$ cat config.mk
export PLATFORM = sky130hd
export DESIGN_NAME = spi_id_responder
export DESIGN_NICKNAME = d
export VERILOG_FILES = /design/src/rtl/spi_id_pkg.sv /design/src/rtl/idr_sync.sv /design/src/rtl/idr_seq.sv /design/src/rtl/idr_shift.sv /design/src/rtl/spi_id_responder.sv
export SDC_FILE = /design/constraint.sdc
export NUM_CORES = 1
export LEC_CHECK = 0
export ABC_AREA = 1
export BUFFER_PORTS_ARGS = -buffer_cell sky130_fd_sc_hd__buf_2
export CORE_ASPECT_RATIO = 2
export CORE_MARGIN = 8
export CORE_UTILIZATION = 25
export CTS_CLUSTER_DIAMETER = 80
export DETAILED_ROUTE_END_ITERATION = 8
export PLACE_DENSITY = 0.4
export SLEW_MARGIN = 15
export SYNTH_ARGS = -nofsm -noshare
export SYNTH_HDL_FRONTEND = slang
export SYNTH_SLANG_ARGS = --single-unit
$ cat constraint.sdc
create_clock -name clk -period 2.4 [get_ports clk]
set_input_delay 0 -clock clk [delete_from_list [all_inputs] [get_ports clk]]
set_output_delay 0 -clock clk [all_outputs]
set_load 0.01 [all_outputs]
$ cat src/rtl/spi_id_pkg.sv
package spi_id_pkg;

    localparam int BYTE_W = 8;

    typedef enum logic [2:0] {
        ST_OPC   = 3'd0,
        ST_DUMMY = 3'd1,
        ST_IDENT = 3'd2,
        ST_CODE  = 3'd3,
        ST_MUTE  = 3'd4
    } seq_st_e;

    typedef enum logic [1:0] {
        OUT_NONE  = 2'd0,
        OUT_IDENT = 2'd1,
        OUT_CODE  = 2'd2
    } out_sel_e;

endpackage

$ cat src/rtl/idr_sync.sv
module idr_sync #(
    parameter int              WIDTH    = 3,
    parameter int              STAGES   = 2,
    parameter logic [WIDTH-1:0] RST_VAL = '0,
    parameter int              EDGE_BIT = 0
) (
    input  logic             clk,
    input  logic             rst_n,
    input  logic [WIDTH-1:0] din,
    output logic [WIDTH-1:0] sync_o,
    output logic             rise_o,
    output logic             fall_o
);

    typedef struct packed {
        logic [STAGES-1:0][WIDTH-1:0] stg;
        logic                         prev;
    } sync_s;

    sync_s s_d, s_q;

    always_comb begin
        s_d        = s_q;
        s_d.stg[0] = din;
        for (int i = 1; i < STAGES; i++) begin
            s_d.stg[i] = s_q.stg[i-1];
        end
        s_d.prev = s_q.stg[STAGES-1][EDGE_BIT];
    end

    always_ff @(posedge clk or negedge rst_n) begin
        if (!rst_n) begin
            for (int i = 0; i < STAGES; i++) begin
                s_q.stg[i] <= RST_VAL;
            end
            s_q.prev <= RST_VAL[EDGE_BIT];
        end else begin
            s_q <= s_d;
        end
    end

    assign sync_o = s_q.stg[STAGES-1];
    assign rise_o = s_q.stg[STAGES-1][EDGE_BIT] & ~s_q.prev;
    assign fall_o = ~s_q.stg[STAGES-1][EDGE_BIT] & s_q.prev;

endmodule

$ cat src/rtl/idr_seq.sv
module idr_seq
    import spi_id_pkg::*;
#(
    parameter int               DUMMY_BYTES = 3,
    parameter logic [BYTE_W-1:0] IDENT_OP   = 8'h9F,
    parameter logic [BYTE_W-1:0] CODE_OP    = 8'hAB
) (
    input  logic     clk,
    input  logic     rst_n,
    input  logic     cs_act,
    input  logic     rise,
    input  logic     si_s,
    input  logic     busy,
    output out_sel_e out_sel
);

    localparam int DUMMY_BITS = DUMMY_BYTES * BYTE_W;
    localparam int DCW        = $clog2(DUMMY_BITS + 1);
    localparam logic [DCW-1:0] DLAST = DCW'(DUMMY_BITS - 1);
    localparam int BCW        = $clog2(BYTE_W);

    typedef struct packed {
        seq_st_e           st;
        logic [BCW-1:0]    bit_cnt;
        logic [DCW-1:0]    dcnt;
        logic [BYTE_W-2:0] opc;
    } seq_s;

    seq_s q_d, q_q;
    logic [BYTE_W-1:0] full_op;

    assign full_op = {q_q.opc, si_s};

    always_comb begin
        q_d = q_q;
        if (!cs_act) begin
            q_d.st      = ST_OPC;
            q_d.bit_cnt = '0;
            q_d.dcnt    = '0;
            q_d.opc     = '0;
        end else if (rise) begin
            case (q_q.st)
                ST_OPC: begin
                    q_d.opc     = full_op[BYTE_W-2:0];
                    q_d.bit_cnt = q_q.bit_cnt + 1'b1;
                    if (q_q.bit_cnt == BCW'(BYTE_W - 1)) begin
                        if (busy) begin
                            q_d.st = ST_MUTE;
                        end else if (full_op == IDENT_OP) begin
                            q_d.st = ST_IDENT;
                        end else if (full_op == CODE_OP) begin
                            q_d.st = ST_DUMMY;
                        end else begin
                            q_d.st = ST_MUTE;
                        end
                    end
                end
                ST_DUMMY: begin
                    q_d.dcnt = q_q.dcnt + 1'b1;
                    if (q_q.dcnt == DLAST) begin
                        q_d.st = ST_CODE;
                    end
                end
                default: q_d = q_q;
            endcase
        end
    end

    always_ff @(posedge clk or negedge rst_n) begin
        if (!rst_n) begin
            q_q <= '{st: ST_OPC, bit_cnt: '0, dcnt: '0, opc: '0};
        end else begin
            q_q <= q_d;
        end
    end

    always_comb begin
        case (q_q.st)
            ST_IDENT: out_sel = OUT_IDENT;
            ST_CODE:  out_sel = OUT_CODE;
            default:  out_sel = OUT_NONE;
        endcase
    end

    // the dummy counter never runs past the dummy window
    p_dummy_range_r4: assert property (@(posedge clk) disable iff (!rst_n)
        (q_q.st == ST_DUMMY) |-> (q_q.dcnt < DCW'(DUMMY_BITS)));

    // a completed opcode seen while busy is refused
    p_busy_refuse_r7: assert property (@(posedge clk) disable iff (!rst_n)
        (cs_act && rise && q_q.st == ST_OPC && q_q.bit_cnt == BCW'(BYTE_W - 1) && busy)
        |=> (q_q.st == ST_MUTE));

    // a refused command stays refused while select is held
    p_mute_sticky_r8: assert property (@(posedge clk) disable iff (!rst_n)
        (q_q.st == ST_MUTE && cs_act) |=> (q_q.st == ST_MUTE));

    // deselect returns the sequencer to opcode collection
    p_desel_fresh_r9: assert property (@(posedge clk) disable iff (!rst_n)
        !cs_act |=> (q_q.st == ST_OPC && q_q.bit_cnt == '0));

endmodule

$ cat src/rtl/idr_shift.sv
module idr_shift
    import spi_id_pkg::*;
#(
    parameter int                        ID_BYTES = 4,
    parameter logic [ID_BYTES*BYTE_W-1:0] IDENT   = 32'h6216_1300,
    parameter logic [BYTE_W-1:0]          CODE    = 8'h3E
) (
    input  logic     clk,
    input  logic     rst_n,
    input  logic     cs_act,
    input  logic     fall,
    input  out_sel_e out_sel,
    output logic     so_data,
    output logic     so_oe
);

    localparam int IBW = (ID_BYTES > 1) ? $clog2(ID_BYTES) : 1;
    localparam int BCW = $clog2(BYTE_W);
    localparam logic [IBW-1:0] ILAST = IBW'(ID_BYTES - 1);

    typedef struct packed {
        logic           data;
        logic           oe;
        logic [BCW-1:0] bit_idx;
        logic [IBW-1:0] byte_idx;
    } shf_s;

    shf_s q_d, q_q;
    logic [BYTE_W-1:0] id_arr [ID_BYTES];
    logic [BYTE_W-1:0] cur_byte;

    for (genvar g = 0; g < ID_BYTES; g++) begin : g_id
        assign id_arr[g] = IDENT[(ID_BYTES-1-g)*BYTE_W +: BYTE_W];
    end

    assign cur_byte = (out_sel == OUT_IDENT) ? id_arr[q_q.byte_idx] : CODE;

    always_comb begin
        q_d = q_q;
        if (!cs_act) begin
            q_d.data     = 1'b0;
            q_d.oe       = 1'b0;
            q_d.bit_idx  = BCW'(BYTE_W - 1);
            q_d.byte_idx = '0;
        end else if (fall && out_sel != OUT_NONE) begin
            q_d.oe      = 1'b1;
            q_d.data    = cur_byte[q_q.bit_idx];
            q_d.bit_idx = q_q.bit_idx - 1'b1;
            if (q_q.bit_idx == '0) begin
                q_d.byte_idx = (q_q.byte_idx == ILAST) ? '0 : q_q.byte_idx + 1'b1;
            end
        end
    end

    always_ff @(posedge clk or negedge rst_n) begin
        if (!rst_n) begin
            q_q <= '{data: 1'b0, oe: 1'b0, bit_idx: BCW'(BYTE_W - 1), byte_idx: '0};
        end else begin
            q_q <= q_d;
        end
    end

    assign so_data = q_q.data;
    assign so_oe   = q_q.oe;

    // output data moves only on a detected falling edge
    p_data_on_fall_r11: assert property (@(posedge clk) disable iff (!rst_n)
        (cs_act && !fall) |=> $stable(so_data));

    // deselect releases the output
    p_oe_release_r9: assert property (@(posedge clk) disable iff (!rst_n)
        !cs_act |=> !so_oe);

    // no selected source, no enable
    p_quiet_none_r8: assert property (@(posedge clk) disable iff (!rst_n)
        (out_sel == OUT_NONE && !so_oe) |=> !so_oe);

    // once driving, the output keeps driving until deselect
    p_oe_hold_r6: assert property (@(posedge clk) disable iff (!rst_n)
        (so_oe && cs_act) |=> so_oe);

endmodule

$ cat src/rtl/spi_id_responder.sv
module spi_id_responder
    import spi_id_pkg::*;
#(
    parameter int                        SYNC_STAGES = 2,
    parameter int                        DUMMY_BYTES = 3,
    parameter int                        ID_BYTES    = 4,
    parameter logic [BYTE_W-1:0]          IDENT_OP   = 8'h9F,
    parameter logic [BYTE_W-1:0]          CODE_OP    = 8'hAB,
    parameter logic [ID_BYTES*BYTE_W-1:0] IDENT      = 32'h6216_1300,
    parameter logic [BYTE_W-1:0]          CODE       = 8'h3E
) (
    input  logic clk,
    input  logic rst_n,
    input  logic cs_n,
    input  logic sck,
    input  logic si,
    input  logic write_busy,
    output logic so_data,
    output logic so_oe
);

    localparam int PIN_W   = 3;
    localparam int CS_BIT  = 2;
    localparam int SCK_BIT = 1;
    localparam int SI_BIT  = 0;

    logic [PIN_W-1:0] pins_s;
    logic             sck_rise, sck_fall;
    logic             cs_act;
    out_sel_e         out_sel;

    idr_sync #(
        .WIDTH    (PIN_W),
        .STAGES   (SYNC_STAGES),
        .RST_VAL  (3'b100),
        .EDGE_BIT (SCK_BIT)
    ) sync_i (
        .clk    (clk),
        .rst_n  (rst_n),
        .din    ({cs_n, sck, si}),
        .sync_o (pins_s),
        .rise_o (sck_rise),
        .fall_o (sck_fall)
    );

    assign cs_act = ~pins_s[CS_BIT];

    idr_seq #(
        .DUMMY_BYTES (DUMMY_BYTES),
        .IDENT_OP    (IDENT_OP),
        .CODE_OP     (CODE_OP)
    ) seq_i (
        .clk     (clk),
        .rst_n   (rst_n),
        .cs_act  (cs_act),
        .rise    (sck_rise),
        .si_s    (pins_s[SI_BIT]),
        .busy    (write_busy),
        .out_sel (out_sel)
    );

    idr_shift #(
        .ID_BYTES (ID_BYTES),
        .IDENT    (IDENT),
        .CODE     (CODE)
    ) shift_i (
        .clk     (clk),
        .rst_n   (rst_n),
        .cs_act  (cs_act),
        .fall    (sck_fall),
        .out_sel (out_sel),
        .so_data (so_data),
        .so_oe   (so_oe)
    );

endmodule

## Yosys cells after proc, flatten, opt, wreduce, memory -nomap -nowiden

Index checks and enable logic that the tools add are counted.

| storage, ports and cells | value |
|---|---|
| bits in registers | 32 |
| bits in latches | 0 |
| bits in writable memories | 0 |
| memory bits (read-only) | 0 |
| input bits | 6 |
| output and inout bits | 2 |
| logic and storage cells | 69 |
| memories | 0 |

| operators by class | value |
|---|---|
| add/subtract/negate cells | 4 |
| multipliers | 0 |
| div/mod/pow operators | 0 |
| magnitude comparators | 2 |
| equality and inequality tests | 11 |
| shift-type cells | 0 |
| mux-type cells | 22 |
| bitwise logic cells | 5 |
| reduce and logical (&&, ||, !) cells | 14 |

Operators with widths:

| kind | count |
|---|---|
| $mux 18 | 2 |
| $mux 8 | 3 |
| $mux 7 | 3 |
| $mux 3 | 6 |
| $bmux 8 s2 | 1 |
| $eq 8x8->1 const B | 2 |
| $reduce_bool 2->1 | 6 |
| $eq 3x2->1 const B | 2 |
| $logic_not 3->1 | 2 |
| $ne 3x2->1 const B | 2 |
| $pmux 3 s2 | 1 |
| $reduce_and 2->1 | 3 |
| $add 5x1->5 const B | 1 |
| $eq 5x5->1 const B | 1 |
| $mux 5 | 1 |
| $lt 3x4->1 const B | 1 |
| $mux 2 | 2 |
| $pmux 2 s2 | 1 |
| $reduce_and 4->1 | 1 |
| $add 3x1->3 const B | 1 |
| $bmux 1 s3 | 1 |
| $eq 3x1->1 const B | 1 |
| $eq 3x3->1 const B | 1 |
| $ge 3x3->1 const B | 1 |
| other kinds (10) | 12 |

## Depth between registers and ports, before layout

Gate-level depths: netlist of run 1.

| logic depth | value |
|---|---|
| word-level depth | 9 |
| gate-level depth with buffers | 10 |
| mapped depth without buffers | 10 |

## Modules after synthesis

A second synthesis of run 1 with hierarchy kept.

| unflattened totals | value |
|---|---|
| cells, all modules | 199 |
| area total of the unflattened synthesis | 1654.1 um^2 |

Modules (own cells, without submodules):

| module | times used | cells an instance | area an instance (um^2) | seq. area each (um^2) |
|---|---|---|---|---|
| idr_seq | 1 | 122 | 929.6 | 450.4 |
| idr_shift | 1 | 62 | 505.5 | 178.9 |
| idr_sync | 1 | 14 | 215.2 | 177.7 |
| spi_id_responder | 1 | 1 | 3.8 | 0.0 |

## Worst setup path before layout of run 1

No wires, ideal clock.

| path | value |
|---|---|
| kind | flip-flop to flip-flop |
| start | reg shift_i.q_q[2] (netlist name) |
| end | reg shift_i.q_q[1] (netlist name) |
| setup time | 0.123 ns |
| data arrival time | 1.128 ns |
| data required time | 2.277 ns |
| path slack | 1.149 ns |
| cell stages (with the launch flop) | 7 |
| buffers on the path | 0 |
| clock period less this slack | 1.251 ns |
| path through | dfstp_2 > inv_1 > ha_1 > nand2_1 > nor2_4 > o21ai_0 > a21oi_1 |

| on the way | value |
|---|---|
| word-level cells in the longest chain between the ends | 3 |

RTL lines:

| what | RTL line | text |
|---|---|---|
| start: declaration | idr_shift.sv:28 | `shf_s q_d, q_q;` |
| start signal: assignment | idr_shift.sv:57 | `q_q <= '{data: 1'b0, oe: 1'b0, bit_idx: BCW'(BYTE_W - 1), byte_idx: '0};` |
| start signal: assignment | idr_shift.sv:59 | `q_q <= q_d;` |
| $logic_not 3->1 | idr_shift.sv:49 | `if (q_q.bit_idx == '0) begin` |
| $reduce_bool 2->1 (no line) | - |  |
| $reduce_and 2->1 (no line) | - |  |

Every way passes these cells.
A chain may end at the register's enable or synchronous reset.

## Worst setup path after layout of run 1

| path | value |
|---|---|
| start | reg sync_i.s_q, in the netlist sync_i.sync_o[2] |
| end | reg seq_i.q_q[10] (netlist name) |

| on the way | value |
|---|---|
| word-level cells in the longest chain between the ends | 2 |
| elaborated cells between the ends (all ways) | 4 |
| those cells by class | 1 x mux; 3 x reduce/logical |

RTL lines:

| what | RTL line | text |
|---|---|---|
| start: declaration | idr_sync.sv:20 | `sync_s s_d, s_q;` |
| $reduce_bool 2->1 (no line) | - |  |
| $reduce_and 2->1 (no line) | - |  |
| end signal: assignment | idr_seq.sv:71 | `q_q <= '{st: ST_OPC, bit_cnt: '0, dcnt: '0, opc: '0};` |
| end signal: assignment | idr_seq.sv:73 | `q_q <= q_d;` |
| end: declaration | idr_seq.sv:29 | `seq_s q_d, q_q;` |

Parallel ways exist; a longest one is shown, timed or not.

==> qor.txt, run 1 <==
Outcome -> finished, final reports clean
Chip width -> 73.5 µm
Worst-Skew Late Latency -> 270 ps
CTS Hold Bufs -> 4
Syn Inst Count -> 186
Synth Area in Simple Gates -> 24.9%
Leak -> 0.921 nW
IO Pins -> 8
Clk buf depth -> 2
NetSw -> 0.000280 W
Fin. max-slew vios -> 0
GRT overflow -> 0
Num Clock Sinks -> 32
Path length in cells of the critical path -> 6
TNS Setup -> 0 ps
Drt wl/cell -> 10.7 µm
Unrepaired setup endpoints after global routing -> no
Fmax -> 0.597 GHz
# Max-Cap Violations -> 0
1st-pass router iterations -> 4
H-tree levels -> 2
Fillcell total -> 738
Post_cts resized -> 0
Port bufs -> 7
Mapped cell area -> 1660 µm²
Power per standard cell area -> 671 nW/µm²
GPL Wtd Cong -> 0.742
Die area -> 9640 µm²
Vias in the first global route -> 1212
Final worst path period need -> 1670 ps
Routed wl met3 -> 72 µm
WHS Path Cells -> 6
Initial Util -> 25.4%
Synth Area in XOR/XNOR -> 1.06%
Vias after detailed routing -> 1222
Post-CTS Repair Setup Buffers -> 0
Clk network pwr share -> 49.7%
Most used cell, CP -> nand2_1
Critical path's slowest cell -> dfstp_2
Initial antenna violation count -> 0
Switching Fraction -> 21.3%
Gate power share -> 5.9%
Worst Path Max Fanout -> 21
Worst hold path class -> input pin to flip-flop
Area delta synth->final -> 18.4%
Global-route wire length before repair -> 5500 µm
Post-route ant nets -> 0
CTS Buf Count -> 5
Synth Area in Compound Gates -> 10.5%
Setup-failing EPs final -> 0
Share of cells above drive strength 1 -> 18.9%
Worst vdd ir -> 0.346 mV
Die Y-Extent -> 131 µm
Slew @ Worst Pin -> 729 ps
Uppermost layer routed -> met4
Avg Inst Size Synth -> 8.90 µm²
CTS root buf -> clkbuf_16
CP bufs+invs -> 1
# nets final -> 215
Pint -> 0.00103 W
Worst r2r path cells -> 6
Crit path cell chain -> inv_1 > nand2_1 > nand2_4 > o21ai_2 > nand2_1 > nor2_1
DR WL met2 -> 1470 µm
CTS tree -> done
CORE AREA -> 6520 µm²
Multiplexer area fraction after synthesis -> 0%
Row cnt -> 42
CP peak stage delay -> 620 ps
Seq/Total Area, Yosys -> 48.8%
Worst-path clk slew -> 50 ps
Main combinational cell family by area after synthesis -> simple AND/OR/NAND/NOR gates
WHS -> 146 ps
Critical path data required time -> 2600 ps
Fin. Hold Viols -> 0
Largest net degree at the start of global routing -> 33
Crit. End Element -> flip-flop
Adder-cell share of the synthesized area -> 6.80%
Post-DR vias/cell -> 4.23
Met1 WL -> 1460 µm
Initial drt markers -> 45
Setup Skew -> 6.03 ps
CP arrival -> 1880 ps
CP top delay family -> flip-flops
Slew headroom -> 51.4%
Synthesis Warnings -> 0
Flip-flop and latch count after synthesis -> 32
DRT Wirelength -> 3080 µm
Syn_nets -> 201
# diodes -> 0
Unique cell type count in the Yosys netlist -> 31
Hpwl dp -> 2200 µm
Residual DRC count -> 0
CP Class -> flip-flop to flip-flop
Register share of total power -> 44.4%
Tcrit/Tclk final -> 69.8%
Worst setup SP type -> flip-flop
Total track usage -> 7.37%
tightest hold or removal path, cell delays in order:
cell     delay, ps
buf_2           80
inv_1           40
nand4_1         80
nand2_1         60
nand2_1         70
nand2_1         40
placed cells by master (no fill, tap or decap), types with 2 or more instances in the layout:
cell type / instances
dlygate4sd3_1: 4
a21oi_1: 6
clkbuf_16: 5
nor2_4: 2
buf_2: 7
nand2_1: 31
o21ai_2: 2
o21ai_1: 2
dfstp_2: 5
o21ai_0: 12
inv_1: 24
nor3_1: 2
dfrtp_1: 27
nand3_1: 20
nor2_1: 16
ha_1: 9
nand2_2: 5
nor2_2: 3
nand4_1: 3
clkbuf_8: 2
stage by stage:
step           power (W)  instances  setup WS (ps)  utilization (%)  instance area, µm²
2_1_floorplan   0.000643        186           1150                -                1660
3_3_place_gp    0.000667        277            731             27.1                1760
3_5_place_dp    0.000668        277            707             27.1                1760
4_1_cts          0.00134        289            696             30.1                1960
5_1_grt          0.00138        289            591             30.1                1960
6_report         0.00131        289            725             30.1                1960
power by group through the flow:
stage / clock network [W] / registers [W] / logic, W
floorplan: 0 / 0.000585 / 0.0000576
global placement: 0 / 0.000592 / 0.0000751
CTS: 0.000678 / 0.000583 / 0.0000809
global route: 0.000698 / 0.000586 / 0.0000911
finish: 0.000653 / 0.000583 / 0.0000779
detailed placement: 0 / 0.000592 / 0.0000756
final cells by class:
type / count / area (µm²) / share of cell area [%]
sequential: 32 / 807 / 41.2
clock buffer: 8 / 156 / 7.98
multi-input combinational: 125 / 717 / 36.6
inverter: 25 / 93.8 / 4.79
tap: 88 / 110 / 5.62
timing repair buffer: 11 / 75.1 / 3.83
registers in the layout, indices dropped and copies added, names as in the netlist:
register         cells
sync_i.s_q           1
shift_i.so_data      1
seq_i.full_op        7
shift_i.so_oe        1
shift_i.q_q          5
seq_i.q_q           11
sync_i.sync_o        3
sync_i.s_d           3
Yosys cell counts:
master | instances | area, µm²
nand2_1 | 31 | 116
dfrtp_1 | 27 | 676
inv_1 | 24 | 90.1
nand3_1 | 20 | 100
nor2_1 | 16 | 60.1
o21ai_0 | 12 | 60.1
ha_1 | 9 | 113
a21oi_1 | 6 | 30.0
dfstp_2 | 5 | 131
nand2_2 | 5 | 31.3
nand4_1 | 3 | 18.8
nor2_2 | 3 | 18.8
buf_4 | 2 | 15.0
buf_6 | 2 | 22.5
nor2_4 | 2 | 22.5
nor3_1 | 2 | 10.0
o21ai_1 | 2 | 10.0
o21ai_2 | 2 | 17.5
a21oi_2 | 1 | 8.76
a22oi_1 | 1 | 7.51
a31o_2 | 1 | 8.76
inv_2 | 1 | 3.75
nand2_4 | 1 | 11.3
nand3_2 | 1 | 10.0
nand3b_1 | 1 | 7.51
o21a_1 | 1 | 7.51
o21ai_4 | 1 | 16.3
o31ai_1 | 1 | 7.51
or2_2 | 1 | 6.26
xnor2_1 | 1 | 8.76
xor2_1 | 1 | 8.76
final timing paths:
check,start,end,slack [ps]
max in group asynchronous,rst_n,seq_i.q_q[14]$_DFFE_PN0P_,1630
worst max register to register,sync_i.sync_o[2]$_DFF_PN1_,seq_i.q_q[10]$_DFFE_PN0P_,730
worst min register to register,sync_i.s_d[4]$_DFF_PN0_,sync_i.sync_o[0]$_DFF_PN0_,350
worst max-delay path,sync_i.sync_o[2]$_DFF_PN1_,seq_i.q_q[10]$_DFFE_PN0P_,730
min in group asynchronous,rst_n,shift_i.so_data$_DFFE_PN0P_,320
worst min-delay path,write_busy,seq_i.q_q[16]$_DFFE_PN0P_,150
routing by layer:
metal,vias up,global-route usage (%)
li1,628,-
met1,577,8.91
met2,11,11.4
met3,6,1.91
met4,0,4.27
met5,-,0
kinds of logic (layout without fill, tap and decap cells):
kind of cell,count (synthesis),in the layout
DFF,32,32
adders and majority gates,9,9
and+or+nand+nor,86,86
xor gates and xnor gates,2,2
AOI/OAI and AO/OA,28,28
buffers and inverters,29,44
No activity file was read; power rests on OpenSTA's default activity.
==> run 2, diff against run 1 <==
--- a/config.mk
+++ b/config.mk
@@ -12,7 +12,7 @@
 export CORE_UTILIZATION = 25
 export CTS_CLUSTER_DIAMETER = 80
 export DETAILED_ROUTE_END_ITERATION = 8
-export PLACE_DENSITY = 0.4
+export PLACE_DENSITY = 0.42
 export SLEW_MARGIN = 15
 export SYNTH_ARGS = -nofsm -noshare
 export SYNTH_HDL_FRONTEND = slang
==> constraint.sdc (replaced) <==
create_clock -name clk -period 1.5 [get_ports clk]
set_input_delay 0 -clock clk [delete_from_list [all_inputs] [get_ports clk]]
set_output_delay 0 -clock clk [all_outputs]
set_load 0.01 [all_outputs]
==> run 2 against run 1 <==
  * Core utilization is 0.17 points higher
  * Critical path depth unchanged
  * Sequential power grew 59%
  * Non-clock buffer count increased by 4
  * Via count grew 1.6%
  * Flip-flop and latch count unchanged
  * Die area unchanged
  * Clock skew decreased by 1.3 ps
  * Power increased by 54%
  * Clock power grew 47%
  * Clock-buffer cell count down 1
  * Combinational power is 75% higher
  * Critical path type unchanged
  * Critical endpoint is now shift_i.q_q[1]$_DFFE_PN0P_
==> qor.txt, run 2 (synthesis results as in run 1) <==
Fin. max-slew vios -> 0 (unchanged)
Worst vdd ir -> 0.594 mV (+71%)
Register area -> 807 µm² (unchanged)
Clk network pwr share -> 47.5% (-2.2 points)
Unrepaired setup endpoints after global routing -> no
CP endpoint -> shift_i.q_q[1]$_DFFE_PN0P_
CP top delay family -> flip-flops
Register share of total power -> 45.8% (+1.4 points)
Slew headroom -> 72.3% (+21 points)
Num Clock Sinks -> 32 (unchanged)
Final Util -> 30.2% (+0.17 points)
DRT Wirelength -> 3150 µm (+2.1%)
Port bufs -> 7 (unchanged)
Outcome -> finished, final reports clean
Met1 GRT Util -> 9.05% (+0.14 points)
CORE AREA -> 6520 µm² (unchanged)
Vias in the first global route -> 1243 (+2.6%)
Drt wl/cell -> 10.7 µm (+0.68%)
Crit path cell chain -> inv_1 > ha_1 > nand2_1 > nor2_4 > o21ai_0 > a21oi_1
CTS root buf -> clkbuf_16
Die Y-Extent -> 131 µm (unchanged)
Worst setup SP type -> flip-flop
Leading cell type in the layout, fill and taps excluded -> nand2_1
Worst r2r path cells -> 6 (unchanged)
CP Class -> flip-flop to flip-flop
Path length in cells of the critical path -> 6 (unchanged)
TNS Setup -> 0 ps (unchanged)
Initial drt markers -> 39 (-13%)
Initial Util -> 25.4% (unchanged)
GRT overflow -> 0 (unchanged)
Largest net degree at the start of global routing -> 33 (unchanged)
Critical path's slowest cell -> dfstp_2
Gate power share -> 6.7% (+0.8 points)
Final cell count without fillers -> 293 (+1.4%)
Reg-to-reg startpoint -> shift_i.q_q[2]$_DFFE_PN1P_
Vias after detailed routing -> 1242 (+1.6%)
# diodes -> 0 (unchanged)
GPL Wtd Cong -> 0.740 (-0.26%)
Placed cell count -> 281 (+1.4%)
Worst Path Max Fanout -> 6 (-71%)
IO Pins -> 8 (unchanged)
GR peak layer -> met2
Clk buf depth -> 2 (unchanged)
Chip width -> 73.5 µm (unchanged)
Critical path data required time -> 1650 ps (-950 ps)
Final worst path period need -> 1350 ps (-326 ps)
Post-route ant nets -> 0 (unchanged)
Row cnt -> 42 (unchanged)
CP arrival -> 1500 ps (-380 ps)
Worst-path clk slew -> 50 ps (about the same)
Slew @ Worst Pin -> 415 ps (-314 ps)
1st-pass router iterations -> 4 (unchanged)
Worst hold path class -> input pin to flip-flop
# Max-Cap Violations -> 0 (unchanged)
Setup Skew -> 4.74 ps (-1.29 ps)
CP peak stage delay -> 570 ps (-50 ps)
Most flops, register -> seq_i.q_q
Met2 Use GR -> 11.8% (+0.37 points)
Fillcell total -> 718 (-2.7%)
Worst-Skew Late Latency -> 270 ps (about the same)
Register-to-register setup slack -> 150 ps (-570 ps)
Fmax -> 0.741 GHz (+24%)
Setup-failing EPs final -> 0 (unchanged)
Met3 GRT Util -> 2.36% (+0.46 points)
Tcrit/Tclk final -> 89.9% (+20 points)
Post-DR vias/cell -> 4.24 (+0.25%)
# nets final -> 219 (+1.9%)
Fin. Hold Viols -> 0 (unchanged)
Critical path startpoint -> shift_i.q_q[2]$_DFFE_PN1P_
Crit. End Element -> flip-flop
CP bufs+invs -> 1 (unchanged)
RR Endpoint -> shift_i.q_q[1]$_DFFE_PN0P_
Post-CTS Repair Setup Buffers -> 0 (unchanged)
Global-route wire length before repair -> 5710 µm (+3.9%)
H-tree levels -> 2 (unchanged)
CTS tree -> done
CTS Buf Count -> 5 (unchanged)
Max reg flops -> 11 (unchanged)
NetSw -> 0.000461 W (+64%)
Die area -> 9640 µm² (unchanged)
Area of the multi-input gates -> 717 µm² (unchanged)
WHS Path Cells -> 6 (unchanged)
Area delta synth->final -> 19.0%
Pint -> 0.00157 W (+52%)
Most frequent cells in the layout -> nand2_1 (31), dfrtp_1 (27), inv_1 (24), nand3_1 (20), nor2_1 (16)
Share of cells above drive strength 1 -> 20.0% (+1.1 points)
Power per standard cell area -> 1030 nW/µm² (+53%)
Switching Fraction -> 22.7% (+1.4 points)
Hpwl dp -> 2210 µm (+0.26%)
Total track usage -> 7.62% (+0.25 points)
Leak -> 0.931 nW (+1.1%)
Residual DRC count -> 0 (unchanged)
Initial antenna violation count -> 0 (unchanged)
[run 2: cell types whose count changed in the layout (fill, tap and decap cells not counted)]
cell and delta:
clkbuf_8 -2, buf_4 +4, clkinv_2 +1, clkbuf_1 +1
[run 2: worst min path at each step]
stage / from / to / slack (ps)
2_1_floorplan: rst_n / seq_i.full_op[1]$_DFFE_PN0P_ / -300
3_3_place_gp: rst_n / shift_i.so_data$_DFFE_PN0P_ / 60
3_5_place_dp: rst_n / shift_i.so_data$_DFFE_PN0P_ / 60
4_1_cts: write_busy / seq_i.q_q[16]$_DFFE_PN0P_ / 170
5_1_grt: write_busy / seq_i.q_q[16]$_DFFE_PN0P_ / 260
6_report: write_busy / seq_i.q_q[16]$_DFFE_PN0P_ / 170
[run 2: power groups by stage]
stage / logic [W] / clock network (W) / registers (W)
2_1_floorplan: 0.0000922 / 0 / 0.000936
3_3_place_gp: 0.000133 / 0 / 0.000942
3_5_place_dp: 0.000133 / 0 / 0.000942
4_1_cts: 0.000141 / 0.000992 / 0.000928
5_1_grt: 0.000155 / 0.00104 / 0.000933
6_report: 0.000136 / 0.000963 / 0.000929
[run 2: tightest hold or removal path, stage by stage]
cell	delay, ps
buf_2	80
inv_1	40
nand4_1	90
nand2_1	80
nand2_1	70
nand2_1	40
[run 2: what timing repair did]
action	CTS	global route
hold buffers	4	0
gates resized for setup	0	0
hold endpoints to repair	30	0
[run 2: layout make-up]
cell class	count	share of cell area, %
repair buffers	15	5.33
well taps	88	5.59
clock inverters	1	0.254
inverters	25	4.76
flip-flops and latches	32	41.0
multi-input cells	125	36.4
clock buffers	7	6.73
[run 2: metrics by stage]
stage,cell area [µm²],hold WS [ps],power (W),worst slack (ps)
final,1970,167,0.00203,151
after global routing,1970,261,0.00213,25.1
after CTS,1970,175,0.00206,137
after detailed placement,1790,59.1,0.00108,142
after global placement,1790,59.9,0.00107,157
after floorplan,1660,-296,0.00103,249
[run 2: routing by layer]
metal	share of wire [%]	up-vias	wire length [µm]
li1	-	638	-
met1	48	583	1510
met2	46	16	1460
met3	3.4	5	108
met4	2.1	0	65
met5	0	-	0
